==> src/rtl/rowrot_pkg.sv <==
package rowrot_pkg;
  // Source column feeding output column col of row row for a rotation by the row index.
  function automatic int src_col(input int row, input int col, input int ncols);
    int s;
    s = (col - row) % ncols;
    if (s < 0) s = s + ncols;
    return s;
  endfunction
endpackage

==> src/rtl/rowrot_beat_ctr.sv <==
module rowrot_beat_ctr #(
  parameter int BEATS = 4
) (
  input  logic clk,
  input  logic rst_n,
  input  logic in_valid,
  output logic first_beat,
  output logic last_beat
);
  localparam int CW = (BEATS > 1) ? $clog2(BEATS) : 1;

  logic [CW-1:0] cnt_q, cnt_d;
  logic          cnt_en;

  assign first_beat = (cnt_q == '0);
  assign last_beat  = in_valid && (cnt_q == CW'(BEATS - 1));
  assign cnt_en     = in_valid;

  always_comb begin
    cnt_d = cnt_q;
    if (last_beat) cnt_d = '0;
    else           cnt_d = cnt_q + CW'(1);
  end

  always_ff @(posedge clk or negedge rst_n) begin
    if (!rst_n)      cnt_q <= '0;
    else if (cnt_en) cnt_q <= cnt_d;
  end
endmodule

==> src/rtl/rowrot_row_capture.sv <==
module rowrot_row_capture #(
  parameter int LANES  = 2,
  parameter int COLS   = 8,
  parameter int BYTE_W = 8
) (
  input  logic                     clk,
  input  logic                     rst_n,
  input  logic                     shift_en,
  input  logic [LANES*BYTE_W-1:0]  pair_in,
  output logic [COLS*BYTE_W-1:0]   row_full
);
  localparam int ROW_W  = COLS * BYTE_W;
  localparam int PAIR_W = LANES * BYTE_W;

  logic [ROW_W-1:0] chain_q, chain_d;

  // New pair enters at the top; after a full block column 0 sits in the low byte.
  always_comb begin
    chain_d = {pair_in, chain_q[ROW_W-1:PAIR_W]};
  end

  // View of the row including the beat now on the input, used on the last beat.
  assign row_full = chain_d;

  always_ff @(posedge clk or negedge rst_n) begin
    if (!rst_n)        chain_q <= '0;
    else if (shift_en) chain_q <= chain_d;
  end
endmodule

==> src/rtl/rowrot_row_drain.sv <==
module rowrot_row_drain
  import rowrot_pkg::*;
#(
  parameter int ROW    = 0,
  parameter int LANES  = 2,
  parameter int COLS   = 8,
  parameter int BYTE_W = 8
) (
  input  logic                     clk,
  input  logic                     rst_n,
  input  logic                     load,
  input  logic                     raw,
  input  logic                     shift_en,
  input  logic [COLS*BYTE_W-1:0]   row_full,
  output logic [LANES*BYTE_W-1:0]  pair_out
);
  localparam int ROW_W  = COLS * BYTE_W;
  localparam int PAIR_W = LANES * BYTE_W;

  logic [ROW_W-1:0] held_q, held_d, loaded;

  // Byte selectors: only rows whose rotation is nonzero need a two-way choice.
  for (genvar c = 0; c < COLS; c++) begin : g_col
    localparam int SRC = src_col(ROW, c, COLS);
    if (SRC == c) begin : g_wire
      assign loaded[c*BYTE_W +: BYTE_W] = row_full[c*BYTE_W +: BYTE_W];
    end else begin : g_sel
      assign loaded[c*BYTE_W +: BYTE_W] = raw ? row_full[c*BYTE_W   +: BYTE_W]
                                              : row_full[SRC*BYTE_W +: BYTE_W];
    end
  end

  always_comb begin
    held_d = held_q;
    if (load)          held_d = loaded;
    else if (shift_en) held_d = {{PAIR_W{1'b0}}, held_q[ROW_W-1:PAIR_W]};
  end

  assign pair_out = held_q[PAIR_W-1:0];

  always_ff @(posedge clk or negedge rst_n) begin
    if (!rst_n)                held_q <= '0;
    else if (load || shift_en) held_q <= held_d;
  end
endmodule

==> src/rtl/rowrot_stream.sv <==
module rowrot_stream #(
  parameter int ROWS   = 8,
  parameter int LANES  = 2,
  parameter int BYTE_W = 8
) (
  input  logic                          clk,
  input  logic                          rst_n,
  input  logic                          in_valid,
  input  logic                          in_raw,
  input  logic [ROWS*LANES*BYTE_W-1:0]  in_data,
  output logic                          out_valid,
  output logic [ROWS*LANES*BYTE_W-1:0]  out_data
);
  localparam int COLS   = ROWS;
  localparam int BEATS  = COLS / LANES;
  localparam int PAIR_W = LANES * BYTE_W;
  localparam int ROW_W  = COLS * BYTE_W;
  localparam int DW     = $clog2(BEATS + 1);

  logic          first_beat, last_beat;
  logic          raw_q, raw_d, raw_en, raw_eff;
  logic [DW-1:0] drain_q, drain_d;
  logic          drain_en, shift_out;

  rowrot_beat_ctr #(.BEATS(BEATS)) u_ctr (
    .clk        (clk),
    .rst_n      (rst_n),
    .in_valid   (in_valid),
    .first_beat (first_beat),
    .last_beat  (last_beat)
  );

  // Raw flag belongs to the block: taken from its first beat only.
  assign raw_en  = in_valid && first_beat;
  assign raw_d   = in_raw;
  assign raw_eff = first_beat ? in_raw : raw_q;

  always_ff @(posedge clk or negedge rst_n) begin
    if (!rst_n)      raw_q <= 1'b0;
    else if (raw_en) raw_q <= raw_d;
  end

  // Drain counter: beats still to emit from the drain chains.
  assign shift_out = (drain_q != '0);
  assign drain_en  = last_beat || shift_out;

  always_comb begin
    drain_d = drain_q;
    if (last_beat)      drain_d = DW'(BEATS);
    else if (shift_out) drain_d = drain_q - DW'(1);
  end

  always_ff @(posedge clk or negedge rst_n) begin
    if (!rst_n)        drain_q <= '0;
    else if (drain_en) drain_q <= drain_d;
  end

  assign out_valid = shift_out;

  for (genvar r = 0; r < ROWS; r++) begin : g_row
    logic [ROW_W-1:0] full;

    rowrot_row_capture #(.LANES(LANES), .COLS(COLS), .BYTE_W(BYTE_W)) u_cap (
      .clk      (clk),
      .rst_n    (rst_n),
      .shift_en (in_valid),
      .pair_in  (in_data[r*PAIR_W +: PAIR_W]),
      .row_full (full)
    );

    rowrot_row_drain #(.ROW(r), .LANES(LANES), .COLS(COLS), .BYTE_W(BYTE_W)) u_drn (
      .clk      (clk),
      .rst_n    (rst_n),
      .load     (last_beat),
      .raw      (raw_eff),
      .shift_en (shift_out),
      .row_full (full),
      .pair_out (out_data[r*PAIR_W +: PAIR_W])
    );
  end
endmodule

==> config.mk <==
export PLATFORM = sky130hd
export DESIGN_NAME = rowrot_stream
export DESIGN_NICKNAME = d
export VERILOG_FILES = /design/src/rtl/rowrot_pkg.sv /design/src/rtl/rowrot_beat_ctr.sv /design/src/rtl/rowrot_row_capture.sv /design/src/rtl/rowrot_row_drain.sv /design/src/rtl/rowrot_stream.sv
export SDC_FILE = /design/constraint.sdc
export NUM_CORES = 2
export LEC_CHECK = 0
export ABC_CLOCK_PERIOD_IN_PS = 4000
export BUFFER_PORTS_ARGS = -buffer_cell sky130_fd_sc_hd__buf_4
export CORE_UTILIZATION = 60
export DETAILED_ROUTE_END_ITERATION = 8
export PLACE_DENSITY = 0.76
export SYNTH_ARGS = -nofsm -noshare
export SYNTH_HDL_FRONTEND = slang
export SYNTH_SLANG_ARGS = --single-unit
==> constraint.sdc <==
create_clock -name clk -period 4 [get_ports clk]
set_clock_uncertainty 0.05 [all_clocks]
set_input_delay 0.8 -clock clk [delete_from_list [all_inputs] [get_ports clk]]
set_output_delay 0.8 -clock clk [all_outputs]
set_load 0.1 [all_outputs]
==> run_results.csv <==
group,metric,value,unit
placed_design,port_buffers,260,
clock_network,clkSinkCount,902,
synthesis,yosys.area_share.adder,0.118,%
critical_path,rr_worst_depth,7,
clock_network,holdBufCountCts,0,
synthesis,synth_top_area_share,53.0,%
floorplan,io_pins,261,
routing,drt-met1-wl,40.0,mm
floorplan,die_area,0.0720,mm2
placed_design,hpwl,56.7,mm
routing,wirelength,94.4,mm
critical_path,reg2reg_to,"g_row[0].u_drn.held_q[50]",
synthesis,synth_cells,3548,
synthesis,yosys.area_share.simple,9.30,%
floorplan,design.core.area,0.0701,mm2
clock_network,clock_path_buffers,3,
grt,grt.total_usage,26.5,%
critical_path,endpoint_kind,"output pin",
sta,worst_slew_pin_slew,1.20,ns
sta,finalSetupTns,0,ns
routing,viasPerCell,6.24,
min_path,hold_class,"in2async",
power_and_ir_drop,leakagePower,19.4,nW
routing,ant_nets,0,
synthesis,synthesis.area,0.0426,mm2
floorplan,die_w,268,um
grt,grt_pass1_wl,155,mm
clock_network,post_cts_buffers,0,
cells_and_area,syn_to_final_growth,11.1,%
clock_network,clk_pin_slew,0.06,ns
routing,vias,28300,
sta,fin_crit,3.43,ns
routing,highest_layer,"met5",
power_and_ir_drop,pwr_density_cell,778,mW/mm2
sta,finalCritPeriodShare,85.8,%
clock_network,cts-root-buf,"clkbuf_16",
routing,wl_per_cell,20.8,um
clock_network,clk_latency,0.64,ns
clock_network,cts_tree,"built",
synthesis,syn_area_per_cell,12.0,um2
cells_and_area,fin_nets,3655,
sta,finalSetupViolations,0,
floorplan,num_rows,97,
synthesis,yosys-top-cells-area,"dfrtp_1 53%, mux2i_1 11%, mux2_2 10%",
synthesis,ys_seq_area_share,53.0,%
critical_path,crit_required,3.15,ns
critical_path,cpPeakStageDelay,0.46,ns
sta,slew_headroom,20.1,%
routing,drc,0,
critical_path,r2r_slack,1.11,ns
synthesis,synth_compound_area_share,10.0,%
synthesis,synth_xor_area_share,0.0206,%
sta,fin_ws,0.569,ns
sta,fmax,0.291,GHz
critical_path,timing.rr.start,"drain_q[0]",
synthesis,ys_ff_latch,902,
sta,slew_violations,0,
clock_network,cts_resized,0,
critical_path,startpoint_type,"register",
routing,drt_iter0_markers,1976,
sta,finalHoldViolCount,0,
synthesis,yosysWarnings,0,
critical_path,crit_end,"out_valid",
clock_network,htree_levels,3,
grt,grt_antenna_before_repair,19,
critical_path,crit_slowest_cell,"nor2b_4",
synthesis,yosysUniqueCellTypes,30,
grt,grt_max_degree,176,
run_status,status,"completed",
clock_network,cts_buffers,95,
critical_path,timing_worst_setup_path_type,"reg2out",
power_and_ir_drop,ir_worst_vdd,0.000704,V
flow_run,maxCapViolCount,0,
floorplan,die_y,268,um
cells_and_area,drive_above_1_share,26.2,%
synthesis,synth_fp_nets,3684,
routing,route.met3.wl,6.11,mm
synthesis,yosysTopAreaCell,"dfrtp_1",
placed_design,place.gp.congestion,0.791,
grt,grt_overflow,0,
grt,grt_pass1_vias,29200,
critical_path,path_cells,"inv_1 -> ha_1 -> nor2b_4 -> inv_2 -> buf_4",
cells_and_area,fillers,5085,
placed_design,post-place-ws,1.13,ns
synthesis,synth_mux_area_share,20.8,%
critical_path,cp_max_fo,32,
critical_path,worst_ep_arrival_time,2.58,ns
routing,drt_first_pass_iters,5,
critical_path,startpoint,"drain_q[0]",
sta,grt_setup_unrepaired,"false",
routing,wl_met2,45.9,mm
synthesis,synth_top_family_by_area,"multiplexers",
floorplan,initial_core_util,60.7,%
==> per-layer routing <==
layer	GRT usage, %	vias to the layer above
li1	-	13000
met5	0	-
met2	43.2	681
met4	9.39	26
met1	34.4	14400
met3	6.74	176
==> sequential cells by signal, summed over array words and instances, names as in the netlist <==
register and flops:
g_row.u_cap.chain_q 384, raw_q 1, drain_q 3, u_ctr.cnt_q 2
g_row.u_drn.held_q 512
==> placed cells by master, fill, tap and decap left out, types with 2 or more instances in the layout <==
cell type and n:
a211oi_1 278, a211oi_2 59, a22o_1 16, a31oi_1 48, buf_12 37, buf_4 292, buf_8 2, bufinv_16 12
clkbuf_1 14, clkbuf_16 98, clkbuf_8 22, clkinv_2 19, clkinv_4 2, clkinvlp_4 3, dfrtp_1 902, diode_2 6
ha_1 4, inv_1 5, inv_6 4, mux2_2 385, mux2i_1 448, nand2_1 99, nor2_1 51, nor3_1 672
o21ai_0 2, o2bb2ai_1 112
==> Yosys cell counts <==
| cell type | n |
|---|---|
| and2_1 | 1 |
| nand2_4 | 1 |
| a21oi_1 | 1 |
| buf_12 | 2 |
| o21ai_0 | 2 |
| nand2_1 | 99 |
| nor2_1 | 52 |
| a211oi_1 | 278 |
| buf_1 | 10 |
| o2bb2ai_1 | 112 |
| nor2b_2 | 1 |
| mux2_2 | 385 |
| clkbuf_1 | 110 |
| buf_6 | 33 |
| buf_2 | 142 |
| a211oi_2 | 59 |
| buf_8 | 4 |
| clkbuf_8 | 4 |
| inv_1 | 5 |
| a31oi_1 | 48 |
| buf_4 | 152 |
| a22o_1 | 16 |
| xnor2_1 | 1 |
| inv_2 | 1 |
| ha_1 | 4 |
| o31ai_1 | 1 |
| mux2_4 | 1 |
| nor3_1 | 672 |
| dfrtp_1 | 902 |
| mux2i_1 | 449 |
==> critical path, delay by kind of cell (launching register included) <==
family	cells	cell delay (ns)
buffers and inverters	3	0.88
AND/OR/NAND/NOR	1	0.46
adder cells (fa/ha/maj)	1	0.20
flip-flops	1	0.37
==> worst min-delay path by stage <==
stage,from,end
after floorplan,g_row[1].u_drn.held_q[48],g_row[1].u_drn.held_q[48]
after global placement,g_row[1].u_drn.held_q[52],g_row[1].u_drn.held_q[52]
after detailed placement,g_row[5].u_drn.held_q[55],g_row[5].u_drn.held_q[55]
after CTS,rst_n,g_row[5].u_drn.held_q[29]
after global routing,rst_n,g_row[5].u_cap.chain_q[28]
final,rst_n,g_row[5].u_drn.held_q[12]
==> report_power, final <==
| group | switching (mW) | total [mW] | internal, mW |
|---|---|---|---|
| clock | 3.66 | 9.33 | 5.67 |
| combinational | 9.69 | 14.4 | 4.69 |
| sequential | 1.59 | 13.0 | 11.5 |
| total | 14.9 | 36.8 | 21.8 |
==> logic make-up after synthesis <==
group | Yosys count
DFF | 902
muxes | 835
and+or+nand+nor | 826
AOI/OAI and AO/OA | 517
buffers and inverters | 463
adders and majority gates | 4
xor gates and xnor gates | 1
==> per-stage QoR <==
stage               std cells  power [mW]  hold slack (ns)  instance area [um2]  utilization [%]
floorplan                3548        25.1            0.405                42600                -
global placement         4362        27.0            0.419                43900             62.6
detailed placement       4362        27.5            0.423                43900             62.6
CTS                      4537        37.0            0.151                47300             67.4
global route             4543        38.4            0.195                47300             67.4
finish                   4543        36.8            0.149                47300             67.4
==> area by class of cell <==
type	instances	area (um2)	share of cell area, %
antenna	6	15.0	0.0318
clock buffer	134	2810	5.94
clock inverter	41	547	1.16
inverter	6	22.5	0.0476
multi-input combinational	2183	17200	36.3
sequential	902	22600	47.7
tap	940	1180	2.49
timing repair buffer	331	2960	6.27
(Power assumes the default switching activity.)
